### config.mk
export PLATFORM = sky130hd
export DESIGN_NAME = phase_sweep_tuner
export DESIGN_NICKNAME = d
export VERILOG_FILES = /design/src/rtl/phase_sweep_pkg.sv /design/src/rtl/sweep_dpath.sv /design/src/rtl/sweep_ctrl.sv /design/src/rtl/phase_sweep_tuner.sv
export SDC_FILE = /design/constraint.sdc
export NUM_CORES = 1
export LEC_CHECK = 0
export BUFFER_PORTS_ARGS = -buffer_cell sky130_fd_sc_hd__clkbuf_2
export CAP_MARGIN = 20
export CELL_PAD_IN_SITES_DETAIL_PLACEMENT = 1
export CELL_PAD_IN_SITES_GLOBAL_PLACEMENT = 1
export CORE_MARGIN = 4
export CORE_UTILIZATION = 37
export CTS_CLUSTER_SIZE = 16
export DETAILED_ROUTE_END_ITERATION = 12
export HOLD_SLACK_MARGIN = 0.08
export PLACE_DENSITY = 0.94
export SLEW_MARGIN = 20
export SYNTH_ARGS = -nofsm -noshare
export SYNTH_HDL_FRONTEND = slang
export SYNTH_HIERARCHICAL = 1
export SYNTH_SLANG_ARGS = --single-unit
export TNS_END_PERCENT = 30
### constraint.sdc
create_clock -name clk -period 5 [get_ports clk]
set_input_delay 0.25 -clock clk [delete_from_list [all_inputs] [get_ports clk]]
set_output_delay 0.25 -clock clk [all_outputs]
set_load 0.01 [all_outputs]
### src/rtl/phase_sweep_pkg.sv
package phase_sweep_pkg;

  typedef enum logic [2:0] {
    S_IDLE,
    S_WRITE,
    S_SETTLE,
    S_CLEAR,
    S_ATTEMPT,
    S_RESOLVE,
    S_FINISH
  } sweep_state_t;

  // strobes from control to datapath
  typedef struct packed {
    logic clrSweep;
    logic stepPhase;
    logic markStart;
    logic closeAtFail;
    logic closeAtTop;
    logic loadFinal;
    logic settleLoad;
  } dp_cmd_t;

endpackage

### src/rtl/sweep_dpath.sv
module sweep_dpath
  import phase_sweep_pkg::*;
#(
  parameter int PHASE_BITS = 5,
  parameter int PHASE_LSB  = 16,
  parameter int REG_W      = 32,
  parameter int INT_BITS   = 17,
  parameter int SETTLE_CYC = 50000
) (
  input  logic                  clk,
  input  logic                  rstN,
  input  dp_cmd_t               cmd,
  input  logic [REG_W-1:0]      ctrlRdData,
  output logic [REG_W-1:0]      ctrlWrData,
  output logic [REG_W-1:0]      intClrMask,
  output logic [PHASE_BITS-1:0] phase,
  output logic                  haveStart,
  output logic                  atTop,
  output logic                  settleDone
);

  localparam int CW = $clog2(SETTLE_CYC + 1);
  localparam logic [REG_W-1:0] FIELD_MASK =
    REG_W'({PHASE_BITS{1'b1}}) << PHASE_LSB;
  localparam logic [REG_W-1:0] INT_MASK =
    {{(REG_W-INT_BITS){1'b0}}, {INT_BITS{1'b1}}};

  logic [PHASE_BITS-1:0] curPhase;
  logic [PHASE_BITS-1:0] winStart;
  logic [PHASE_BITS-1:0] winEnd;
  logic [PHASE_BITS:0]   winSum;
  logic [PHASE_BITS-1:0] winMid;
  logic [CW-1:0]         settleCnt;

  assign winSum = {1'b0, winStart} + {1'b0, winEnd};
  assign winMid = winSum[PHASE_BITS:1];

  always_ff @(posedge clk) begin
    if (!rstN) begin
      curPhase  <= '0;
      winStart  <= '0;
      winEnd    <= '0;
      haveStart <= 1'b0;
    end else if (cmd.clrSweep) begin
      curPhase  <= '0;
      winStart  <= '0;
      winEnd    <= '0;
      haveStart <= 1'b0;
    end else begin
      if (cmd.markStart) begin
        winStart  <= curPhase;
        haveStart <= 1'b1;
      end
      if (cmd.closeAtFail) winEnd <= curPhase - 1'b1;
      if (cmd.closeAtTop)  winEnd <= curPhase;
      if (cmd.stepPhase)   curPhase <= curPhase + 1'b1;
      if (cmd.loadFinal)   curPhase <= haveStart ? winMid : '0;
    end
  end

  always_ff @(posedge clk) begin
    if (!rstN)                settleCnt <= '0;
    else if (cmd.settleLoad)  settleCnt <= CW'(SETTLE_CYC);
    else if (settleCnt != '0) settleCnt <= settleCnt - 1'b1;
  end

  assign settleDone = (settleCnt == CW'(1));
  assign atTop      = (curPhase == {PHASE_BITS{1'b1}});
  assign phase      = curPhase;
  assign ctrlWrData = (ctrlRdData & ~FIELD_MASK) | (REG_W'(curPhase) << PHASE_LSB);
  assign intClrMask = INT_MASK;

  // once a window start is held, it does not move until the next sweep
  a_r7_start_stable: assert property (@(posedge clk) disable iff (!rstN)
    haveStart && !cmd.clrSweep |=> $stable(winStart));

  // a closed window never ends before it starts
  a_r8_window_order: assert property (@(posedge clk) disable iff (!rstN)
    cmd.loadFinal && haveStart |-> winEnd >= winStart);

endmodule

### src/rtl/sweep_ctrl.sv
module sweep_ctrl
  import phase_sweep_pkg::*;
(
  input  logic    clk,
  input  logic    rstN,
  input  logic    tuneStart,
  input  logic    attemptDone,
  input  logic    attemptPass,
  input  logic    haveStart,
  input  logic    atTop,
  input  logic    settleDone,
  output dp_cmd_t cmd,
  output logic    ctrlWrEn,
  output logic    intClrEn,
  output logic    attemptReq,
  output logic    tuneDone,
  output logic    tuneError
);

  sweep_state_t state, stateNxt;
  logic finalPass, finalPassNxt;
  logic errNxt;

  always_comb begin
    stateNxt     = state;
    finalPassNxt = finalPass;
    errNxt       = tuneError;
    cmd          = '0;
    ctrlWrEn     = 1'b0;
    intClrEn     = 1'b0;
    attemptReq   = 1'b0;
    tuneDone     = 1'b0;
    unique case (state)
      S_IDLE: begin
        if (tuneStart) begin
          cmd.clrSweep = 1'b1;
          finalPassNxt = 1'b0;
          errNxt       = 1'b0;
          stateNxt     = S_WRITE;
        end
      end
      S_WRITE: begin
        ctrlWrEn       = 1'b1;
        cmd.settleLoad = 1'b1;
        stateNxt       = S_SETTLE;
      end
      S_SETTLE: begin
        if (settleDone) stateNxt = S_CLEAR;
      end
      S_CLEAR: begin
        intClrEn = 1'b1;
        stateNxt = finalPass ? S_FINISH : S_ATTEMPT;
      end
      S_ATTEMPT: begin
        attemptReq = 1'b1;
        if (attemptDone) begin
          if (attemptPass && !haveStart) cmd.markStart = 1'b1;
          if (!attemptPass && haveStart) begin
            cmd.closeAtFail = 1'b1;
            stateNxt        = S_RESOLVE;
          end else if (atTop) begin
            cmd.closeAtTop = 1'b1;
            stateNxt       = S_RESOLVE;
          end else begin
            cmd.stepPhase = 1'b1;
            stateNxt      = S_WRITE;
          end
        end
      end
      S_RESOLVE: begin
        cmd.loadFinal = 1'b1;
        finalPassNxt  = 1'b1;
        errNxt        = !haveStart;
        stateNxt      = S_WRITE;
      end
      S_FINISH: begin
        tuneDone = 1'b1;
        stateNxt = S_IDLE;
      end
      default: stateNxt = S_IDLE;
    endcase
  end

  always_ff @(posedge clk) begin
    if (!rstN) begin
      state     <= S_IDLE;
      finalPass <= 1'b0;
      tuneError <= 1'b0;
    end else begin
      state     <= stateNxt;
      finalPass <= finalPassNxt;
      tuneError <= errNxt;
    end
  end

  // a pending request is held until the engine answers
  a_r5_req_holds: assert property (@(posedge clk) disable iff (!rstN)
    attemptReq && !attemptDone |=> attemptReq);

  // completion follows the last status clear directly
  a_r10_done_after_clear: assert property (@(posedge clk) disable iff (!rstN)
    tuneDone |-> $past(intClrEn));

endmodule

### src/rtl/phase_sweep_tuner.sv
module phase_sweep_tuner
  import phase_sweep_pkg::*;
#(
  parameter int PHASE_BITS = 5,
  parameter int PHASE_LSB  = 16,
  parameter int REG_W      = 32,
  parameter int INT_BITS   = 17,
  parameter int SETTLE_CYC = 50000
) (
  input  logic                  clk,
  input  logic                  rstN,
  input  logic                  tuneStart,
  output logic                  attemptReq,
  input  logic                  attemptDone,
  input  logic                  attemptPass,
  input  logic [REG_W-1:0]      ctrlRdData,
  output logic                  ctrlWrEn,
  output logic [REG_W-1:0]      ctrlWrData,
  output logic                  intClrEn,
  output logic [REG_W-1:0]      intClrMask,
  output logic [PHASE_BITS-1:0] phase,
  output logic                  tuneDone,
  output logic                  tuneError
);

  localparam int CW = $clog2(SETTLE_CYC + 1);

  dp_cmd_t cmd;
  logic    haveStart;
  logic    atTop;
  logic    settleDone;

  sweep_ctrl u_ctrl (
    .clk         (clk),
    .rstN        (rstN),
    .tuneStart   (tuneStart),
    .attemptDone (attemptDone),
    .attemptPass (attemptPass),
    .haveStart   (haveStart),
    .atTop       (atTop),
    .settleDone  (settleDone),
    .cmd         (cmd),
    .ctrlWrEn    (ctrlWrEn),
    .intClrEn    (intClrEn),
    .attemptReq  (attemptReq),
    .tuneDone    (tuneDone),
    .tuneError   (tuneError)
  );

  sweep_dpath #(
    .PHASE_BITS (PHASE_BITS),
    .PHASE_LSB  (PHASE_LSB),
    .REG_W      (REG_W),
    .INT_BITS   (INT_BITS),
    .SETTLE_CYC (SETTLE_CYC)
  ) u_dpath (
    .clk        (clk),
    .rstN       (rstN),
    .cmd        (cmd),
    .ctrlRdData (ctrlRdData),
    .ctrlWrData (ctrlWrData),
    .intClrMask (intClrMask),
    .phase      (phase),
    .haveStart  (haveStart),
    .atTop      (atTop),
    .settleDone (settleDone)
  );

  // cycle count since the last write strobe, kept for the settle check
  logic [CW:0] sinceWr;
  always_ff @(posedge clk) begin
    if (!rstN)                   sinceWr <= '0;
    else if (ctrlWrEn)           sinceWr <= (CW+1)'(1);
    else if (sinceWr != '1)      sinceWr <= sinceWr + 1'b1;
  end

  // status clear comes exactly one settle interval after the write
  a_r4_settle_gap: assert property (@(posedge clk) disable iff (!rstN)
    intClrEn |-> sinceWr == (CW+1)'(SETTLE_CYC + 1));

  // an error completion leaves phase zero programmed
  a_r11_err_phase_zero: assert property (@(posedge clk) disable iff (!rstN)
    tuneDone && tuneError |-> phase == '0);

endmodule

; Word-level counts from Yosys, hierarchy flattened
; Index checks and enable logic that the tools add are counted.
[totals]
ff_bits = 37
input_bits = 37
output_inout_bits = 74
wordCells = 72
[classes]
addsub = 4
eq_ne = 11
muxes = 32
bitwise = 2
n_reduce_logical = 14
[ops]
columns = operator, n
row1 = $mux 16, 2
row2 = $or 32x21->32, 1
row3 = $mux 5, 5
row4 = $pmux 3 s6, 1
row5 = $eq 16x1->1 const B, 1
row6 = $reduce_bool 16->1, 1
row7 = $sub 16x1->16 const B, 1
row8 = $mux 3, 5
row9 = $mux 1, 14
row10 = $eq 3x3->1 const B, 3
row11 = $mux 4, 2
row12 = $reduce_bool 2->1, 4
row13 = $add 5x5->6, 1
row14 = $eq 3x2->1 const B, 2
row15 = $ne 2x2->1 const B, 3
row16 = $add 5x1->5 const B, 1
row17 = $eq 5x5->1 const B, 1
row18 = $sub 5x1->5 const B, 1
row19 = $pmux 1 s2, 2
row20 = $reduce_or 2->1, 2
row21 = $eq 3x1->1 const B, 1
row22 = $logic_not 3->1, 1
row23 = $reduce_and 3->1, 1
row24 = $logic_and 1x1->1, 2
row25 = other kinds (4), 5

; Longest topological paths before layout
; Gate-level depths: netlist of the first run.
[logic_depth]
word_depth = 7
ltp_mapped = 9
ltp_nobuf = 8

; By module
; Netlist of the first run, hierarchy kept.
[modules_own_cells]
columns = module, instances, cells_per_inst, area_per_inst_um2, seq_area_each_um2
row1 = sweep_dpath, 1, 276, 2343.5, 640.6
row2 = sweep_ctrl, 1, 47, 365.4, 100.1

; Worst setup path after synthesis of the first run
; No wires, ideal clock.
[synth_timing]
path_type = register to register
from = reg u_dpath.curPhase[1], in the netlist u_dpath/phase[1]
to = reg u_dpath.curPhase[2], in the netlist u_dpath/phase[2]
setup_ns = 0.122
t_arrival_ns = 1.913
t_required_ns = 4.878
path_slack_ns = 2.965
path_stages_with_launch = 9
path_buffers = 1
period_less_slack_ns = 2.035
cell_sequence = dfxtp_1 -> ha_1 -> and3_1 -> ha_1 -> nor3_1 -> clkbuf_1 -> nand2_1 -> xnor2_1 -> a221o_1
[synth_rtl]
columns = item, line
row1 = "start, declared", sweep_dpath.sv:28  ; logic [PHASE_BITS-1:0] curPhase;
row2 = "start signal, assigned", sweep_dpath.sv:56  ; if (cmd.stepPhase) curPhase <= curPhase + 1'b1;
row3 = "start signal, assigned", sweep_dpath.sv:57  ; if (cmd.loadFinal) curPhase <= haveStart ? winMid : '0;

==> metrics.md, run 1 <==
| Metric | Value |
|---|---|
| Primary FF master, synth | dfxtp_1 |
| WL met2 | around 3.1 mm |
| Synthesized area per cell | 8.39 um^2 |
| Global-route wire length before repair | between 10 and 15 mm |
| Worst path required time | 5.18 ns |
| Starting Density | between 30% and 40% |
| Total gr overflow | 0 |
| IO Pins | 111 |
| DR WL/cell | 15.8 um |
| FF+latch count, synth | 37 |
| Placed inst area | 0.00251 mm^2 |
| Outcome | finished clean |
| Slew margin rel. | between 40% and 50% |
| Hold_sp | tuneStart |
| Fin. Hold Viols | 0 |
| Final Max Slew Viols | 0 |
| H-tree levels | 2 |
| Post_cts resized | 0 |
| Lkg Pwr | between 1 and 1.5 nW |
| Setup TNS | 0 ns |
| HPWL Detailed | about 4.5 mm |
| Worst skew pair latency | about 0.29 ns |
| Synthesis-to-layout area growth | -3.05% |
| Final nets | around 350 |
| Initial DRC count | roughly 110 |
| Synthesized cell area | between 0.002 and 0.003 mm^2 |
| Inst Count DP | 392 |
| Post-CTS setup buffer count | 0 |
| Synth warnings | 6 |
| Max Fanout on Critical Path | 10 |
| Initial antenna violation count | 0 |
| Max layer used | met4 |
| Root Buffer Master | clkbuf_8 |
| FFs w/ async S/R, synth | 0% |
| Slowest cell on crit path | nor3_1 |
| HP Class | input port to register |
| Sequential area share after synthesis | a little over a quarter |
| Main combinational cell family by area after synthesis | simple AND/OR/NAND/NOR gates |
| Mux cell area share after synthesis | 4.11% |
| Simple-gate share of the synthesized area | a little under a quarter |
| # DRC | 0 |
| Clk sinks | 37 |
| Clock Skew | 0.00676 ns |
| Synth Area in Compound Gates | approximately 15% |
| WL met3 | 386 um |
| Cells after Synth | ~320 |
| Critical-path cell list | ha_1 -> and3_1 -> ha_1 -> nor3_1 -> nand2_1 -> xnor2_1 -> a221o_1 |
| Distinct cell type count after synthesis | a little over 60 |
| Minimum clock period | around 2.6 ns |
| WL final | approximately 6.3 mm |
| Die area | 0.00875 mm^2 |
| Startpoint types | register |
| Antenna diodes | 0 |
| Finish-stage setup viols | 0 |
| Met1 wire length | 2.67 mm |
| CP bufs+invs | 0 |
| CTS tree | done |
| Gpl congestion | about 0.8 |
| Cts hold-fix bufs | 0 |
| DP Worst Slack | 2.49 ns |
| Worst Max-Slew Pin Slew | between 0.8 and 0.9 ns |
| Layout cells sized above 1 | between 10% and 20% |
| Clock transition at path regs | 0.08 ns |
| Post-synth EDFFs | 0 |
| Setup slack after layout | approximately 2.4 ns |
| Critical path arrival | around 2.7 ns |
| Num CTS Buffers | 5 |
| CP top delay family | simple AND/OR/NAND/NOR gates |
| Most frequent CP cell | ha_1 |
| # fillers | between 800 and 900 |
| Core Rows | 30 |
| Critical path class | register to register |
| Worst R2R Start | u_dpath/phase[0] |
| Biggest cell delay along the critical path | 0.65 ns |
| Adder-Cell Fraction of Synth Area | 5.36% |
| Total global routing track utilization | between 10 and 15% |
| Synth Area in XOR/XNOR | under 10% |
| TritonRoute pass-1 iters | 4 |
| Final worst path period share | about half |
| Largest net degree at the start of global routing | 16 |
| Antenna Nets Post-Route | 0 |
| Setup crit end kind | register |
| Maximum root-to-sink buffer count | 2 |
| DR vias | 2156 |
| Peak VDD IR | 0.000180 V |
| Top achievable clock speed | 392 MHz |
| Fin util | approximately 38% |
| Die width | between 90 and 100 um |
| Final Instance Count excl. Fillers | 400 |
| Max-capacitance violation count | 0 |
| Port buffer count | 19 |
| Worst Setup SP | u_dpath/phase[0] |
| Core area | ~0.007 mm^2 |
| RSZ-0062 raised after global routing | no |
| Die height | between 90 and 100 um |
| Power Density | a little under 500 mW/mm^2 |
| Cell area after layout | around 0.0026 mm^2 |
| Vias in the first global route | 2051 |
| Routed vias/inst | approximately 5.4 |
report_power, final:
part	switching [mW]	leakage, nW	internal (mW)
clock	0.114	0.0574	0.162
combinational	0.351	0.742	0.214
sequential	0.0966	0.302	0.358
total	0.562	1.10	0.734
layout by cell type, fill, tap and decap left out, types with 2 or more instances in the layout:
| cell type | instances |
|---|---|
| a21boi_0 | 2 |
| a21o_1 | 3 |
| xnor2_1 | 6 |
| nor4_1 | 2 |
| nand3b_1 | 2 |
| dfxtp_1 | 37 |
| a211oi_1 | 5 |
| mux2i_1 | 10 |
| nor2b_1 | 5 |
| or3_1 | 2 |
| and2_1 | 2 |
| o31ai_1 | 6 |
| a31oi_1 | 2 |
| o211ai_1 | 4 |
| clkbuf_2 | 19 |
| nand2b_1 | 6 |
| o21a_1 | 3 |
| nor3_1 | 7 |
| inv_1 | 10 |
| or4_1 | 5 |
| clkbuf_8 | 6 |
| buf_4 | 3 |
| o31a_1 | 4 |
| nor2_1 | 30 |
| o21ai_0 | 6 |
| o311a_1 | 2 |
| nand3_1 | 5 |
| a21oi_1 | 10 |
| nand4_1 | 3 |
| nor3b_1 | 5 |
| nand2_1 | 13 |
| ha_1 | 10 |
| nor4b_1 | 3 |
| and3_1 | 7 |
| conb_1 | 32 |
worst paths after layout:
kind,endpoint,cells past startpoint,slack (ns)
worst max-delay path,u_dpath/phase[2],7,2.45
worst min-delay path,u_ctrl/state[2],4,0.31
worst max register to register,u_dpath/phase[2],7,2.45
worst min register to register,u_ctrl/finalPass,2,0.47
area by class of cell:
cell class | count | area [um^2] | area share, %
sequential | 37 | 741 | 28.2
clock inverter | 2 | 37.5 | 1.43
inverter | 10 | 37.5 | 1.43
clock buffer | 6 | 82.6 | 3.14
tap | 96 | 120 | 4.57
timing repair buffer | 22 | 118 | 4.48
multi-input combinational | 227 | 1490 | 56.7
worst reg2reg max path, cell delays in order (launching register included):
cell and delay, ns:
dfxtp_1 0.45, ha_1 0.28, and3_1 0.18, ha_1 0.21
nor3_1 0.65, nand2_1 0.17, xnor2_1 0.16, a221o_1 0.34
metrics by stage:
step | hold WS (ns) | power, mW
detailed placement | 0.470 | 1.00
floorplan | 0.367 | 0.917
CTS | 0.310 | 1.29
global route | 0.331 | 1.38
finish | 0.315 | 1.30
global placement | 0.455 | 0.966
kinds of logic (layout without fill, tap and decap cells):
group	after synthesis	in the layout
adder cells (fa/ha/maj)	11	11
other	2	32
flip-flops	37	37
multiplexers	11	11
XOR/XNOR	7	7
buffers and inverters	89	40
AND/OR/NAND/NOR	109	109
AO/OA/AOI/OAI	57	57
state kept, by name, summed over array words and instances (netlist names):
signal             count
u_dpath/settleCnt     16
u_dpath/phase          5
u_dpath/winEnd         5
u_dpath/winStart       5
u_ctrl/state           3
u_ctrl/finalPass       1
u_ctrl/tuneError       1
u_dpath/haveStart      1
per-layer routing:
metal,global-route usage (%),vias up
met3,3.30,18
met2,24.7,87
met5,0,-
li1,-,1003
met4,5.42,0
met1,17.9,1048
cell usage after synthesis (4+ instances only):
cell | number | area [um^2]
dfxtp_1 | 37 | 741
xnor2_1 | 6 | 52.6
o21ai_0 | 6 | 30.0
o31a_1 | 4 | 35.0
nand2_1 | 13 | 48.8
o31ai_1 | 6 | 45.0
and3_1 | 7 | 43.8
nor2_1 | 30 | 113
buf_4 | 66 | 495
ha_1 | 10 | 125
nand3_1 | 5 | 25.0
nor3b_1 | 5 | 37.5
nor3_1 | 7 | 35.0
clkbuf_1 | 11 | 41.3
nor2b_1 | 5 | 31.3
o211ai_1 | 4 | 30.0
or4_1 | 5 | 37.5
a21oi_1 | 10 | 50.1
a211oi_1 | 5 | 37.5
mux2i_1 | 10 | 100
inv_1 | 10 | 37.5
nand2b_1 | 6 | 37.5
Note: power is estimated with default switching activity, not from simulation.
==> run 2: changes to the inputs <==
--- a/config.mk
+++ b/config.mk
@@ -5,16 +5,17 @@
 export SDC_FILE = /design/constraint.sdc
 export NUM_CORES = 1
 export LEC_CHECK = 0
+export ABC_AREA = 1
 export BUFFER_PORTS_ARGS = -buffer_cell sky130_fd_sc_hd__clkbuf_2
 export CAP_MARGIN = 20
 export CELL_PAD_IN_SITES_DETAIL_PLACEMENT = 1
 export CELL_PAD_IN_SITES_GLOBAL_PLACEMENT = 1
 export CORE_MARGIN = 4
-export CORE_UTILIZATION = 37
+export CORE_UTILIZATION = 30
 export CTS_CLUSTER_SIZE = 16
 export DETAILED_ROUTE_END_ITERATION = 12
 export HOLD_SLACK_MARGIN = 0.08
-export PLACE_DENSITY = 0.94
+export PLACE_DENSITY = 0.86
 export SLEW_MARGIN = 20
 export SYNTH_ARGS = -nofsm -noshare
 export SYNTH_HDL_FRONTEND = slang
==> constraint.sdc (replaced) <==
create_clock -name clk -period 2.2 [get_ports clk]
set_input_delay 0.11 -clock clk [delete_from_list [all_inputs] [get_ports clk]]
set_output_delay 0.11 -clock clk [all_outputs]
set_load 0.01 [all_outputs]
==> metrics.md, run 2 <==
| Metric | Value |
|---|---|
| Worst path required time | 2.42 ns (-2.76 ns) |
| HP Class | input port to register |
| Clk sinks | 37 (unchanged) |
| IO Pins | 111 (unchanged) |
| H-tree levels | 2 (unchanged) |
| # fillers | 1145 (+35%) |
| Sequential area share after synthesis | 27.9% (+0.55 points) |
| Die width | 102 um (+9.1%) |
| Biggest cell delay along the critical path | 0.34 ns (-0.31 ns) |
| Reg-to-reg endpoint | u_dpath/winEnd[2] |
| Primary FF master, synth | dfxtp_1 |
| Max-capacitance violation count | 0 (unchanged) |
| Layout cells sized above 1 | 15.1% (+1.2 points) |
| Initial DRC count | 54 (-52%) |
| Synthesized area per cell | 6.95 um^2 (-17%) |
| Outcome | finished clean |
| Final Max Slew Viols | 0 (unchanged) |
| Multi-input gate area | 0.00135 mm^2 (-9.6%) |
| HPWL Detailed | 4.76 mm (+6.2%) |
| Synthesized cell area | 0.00266 mm^2 (-2.0%) |
| Commonest cells post-synth | buf_4, nand2_1, nor2_1, dfxtp_1, inv_1 |
| Cts hold-fix bufs | 0 (unchanged) |
| DP Worst Slack | 0.378 ns (-2.11 ns) |
| Critical path class | register to register |
| Worst R2R Start | u_dpath/phase[0] |
| Post-CTS setup buffer count | 0 (unchanged) |
| Antenna diodes | 0 (unchanged) |
| Lkg Pwr | 1.30 nW (+18%) |
| CP top delay family | simple AND/OR/NAND/NOR gates |
| Most frequent cells in the layout | nand2_1, nor2_1, dfxtp_1 |
| Root Buffer Master | clkbuf_8 |
| Port buffer count | 19 (unchanged) |
| Die height | 102 um (+9.1%) |
| TritonRoute pass-1 iters | 4 (unchanged) |
| Synth warnings | 6 (unchanged) |
| Num CTS Buffers | 5 (unchanged) |
| Largest net degree at the start of global routing | 19 (+3) |
| Flip-flop count of the largest register after layout | 16 (unchanged) |
| Die area | 0.0104 mm^2 (+19%) |
| Finish-stage setup viols | 0 (unchanged) |
| Setup crit end kind | register |
| Post_cts resized | 0 (unchanged) |
| DR WL/cell | 12.6 um (-20%) |
| Core Rows | 34 (+13%) |
| # DRC | 0 (unchanged) |
| Vias in the first global route | 2271 (+11%) |
| Post-synth top area cell | dfxtp_1 |
| Cells after Synth | 382 (+18%) |
| Top achievable clock speed | 528 MHz (+35%) |
| FFs w/ async S/R, synth | 0% (unchanged) |
| Most numerous cell in the Yosys netlist | buf_4 |
| Hold path cells | 3 (-1) |
| Total gr overflow | 0 (unchanged) |
| Slowest cell on crit path | dfxtp_1 |
| Maximum root-to-sink buffer count | 2 (unchanged) |
| Routed vias/inst | 4.63 (-14%) |
| Critical-path cell list | ha_1 -> nand2_1 -> nor2_1 -> ha_1 -> nand2_1 -> nor2_1 -> nor2_1 -> inv_1 -> o21ai_0 -> a21oi_1 |
| Worst hold path endpoint | u_ctrl/state[2] |
| Post-synth EDFFs | 0 (unchanged) |
| Worst skew pair latency | 0.29 ns (about the same) |
| Startpoint types | register |
| FF-to-FF path depth | 10 (+3) |
| FF+latch count, synth | 37 (unchanged) |
| Register area | 741 um^2 (unchanged) |
| Synth top area share | 27.9% (+0.55 points) |
| Synthesis-to-layout area growth | -2.50% |
| Global-route wire length before repair | 10.2 mm (-0.55%) |
| R2R setup slack | 0.31 ns (-2.14 ns) |
| Starting Density | 30.6% (-8.4 points) |
| WL final | 6.03 mm (-4.3%) |
| CP bufs+invs | 1 (+1) |
| Setup slack after layout | 0.306 ns (-2.14 ns) |
| Minimum clock period | 1.89 ns (-0.657 ns) |
| Crit path depth | 10 (+3) |
| Commonest non-fill, non-tap cell in the layout | nand2_1 |
| Core area | 0.00868 mm^2 (+25%) |
| Power Density | 1290 mW/mm^2 (+160%) |
| Max Fanout on Critical Path | 8 (-2) |
| Main area contributors after synthesis | dfxtp_1, buf_4, nand2_1, nor2_1, inv_1 |
| Biggest register | u_dpath/settleCnt |
| Clock transition at path regs | 0.07 ns (about the same) |
| Gpl congestion | 0.829 (+4.7%) |
| Final worst path period share | 86.1% (+35 points) |
| Clock Skew | 0.00357 ns (-0.00319 ns) |
| RSZ-0062 raised after global routing | no |
| Initial antenna violation count | 0 (unchanged) |
| Fin. Hold Viols | 0 (unchanged) |
| CTS tree | done |
| DR vias | 2224 (+3.2%) |
| Placed inst area | 0.00250 mm^2 (-0.15%) |
| Critical path arrival | 2.11 ns (-0.63 ns) |
| Hold_sp | rstN |
| Setup TNS | 0 ns (unchanged) |
| Antenna Nets Post-Route | 0 (unchanged) |
| Most frequent CP cell | nor2_1 |
| Distinct cell type count after synthesis | 32 (-48%) |
| Peak VDD IR | 0.000397 V (+120%) |
| Total global routing track utilization | 11.9% (-2.6 points) |
| Final nets | 420 (+20%) |
| Cell area after layout | 0.00259 mm^2 (-1.4%) |
-- run 2: kinds of logic (layout without fill, tap and decap cells) --
logic type,Yosys count,after routing,synth area share (%)
AO/OA/AOI/OAI,50,50,10.2
XOR/XNOR,11,11,3.63
adder cells (fa/ha/maj),11,11,5.47
buffers and inverters,111,71,25.6
flip-flops,37,37,27.9
other,2,32,0.283
AND/OR/NAND/NOR,160,160,26.9
-- run 2: worst min-delay path: stages --
cell and delay [ns]:
clkbuf_2 0.13, nand2_1 0.08, nor2_1 0.03
-- run 2: metrics by stage --
step	total power [mW]	hold WS (ns)	std cells	utilization [%]
6_report	3.34	0.102	480	29.8
5_1_grt	3.73	0.111	480	29.8
4_1_cts	3.39	0.0927	480	29.8
3_5_place_dp	2.88	0.220	473	28.8
3_3_place_gp	2.79	0.220	473	28.8
2_1_floorplan	2.59	0.230	412	-
-- run 2: report_power, final --
| group | total, mW | internal, mW | leakage (nW) | switching [mW] |
|---|---|---|---|---|
| Combinational | 1.76 | 0.640 | 0.953 | 1.12 |
| Sequential | 1.09 | 0.862 | 0.302 | 0.230 |
| Clock | 0.488 | 0.249 | 0.0443 | 0.239 |
| Total | 3.34 | 1.75 | 1.30 | 1.59 |
-- run 2: how the worst max path moves through the flow --
stage | slack, ns | to | start
4_1_cts | 0.31 | u_dpath/winEnd[2] | u_dpath/phase[0]
3_5_place_dp | 0.38 | u_dpath/winEnd[2] | u_dpath/phase[0]
6_report | 0.31 | u_dpath/winEnd[2] | u_dpath/phase[0]
5_1_grt | 0.09 | u_dpath/winEnd[4] | u_dpath/phase[0]
2_1_floorplan | 0.44 | u_dpath/winEnd[4] | u_dpath/phase[0]
3_3_place_gp | 0.43 | u_dpath/winEnd[4] | u_dpath/phase[0]
-- run 2: area by class of cell --
cell class	instances	share of cell area, %
clock buffers	7	3.33
multi-input cells	264	52.1
flip-flops and latches	37	28.6
well taps	108	5.22
repair buffers	23	4.83
inverters	41	5.94
-- run 2: routing by layer --
metal,vias to the layer above,global-route usage [%],share of wire (%)
met5,-,0,0
met4,0,4.44,2.5
met3,19,2.59,4.4
met2,48,21.1,50
met1,1066,14.0,43
li1,1091,-,-
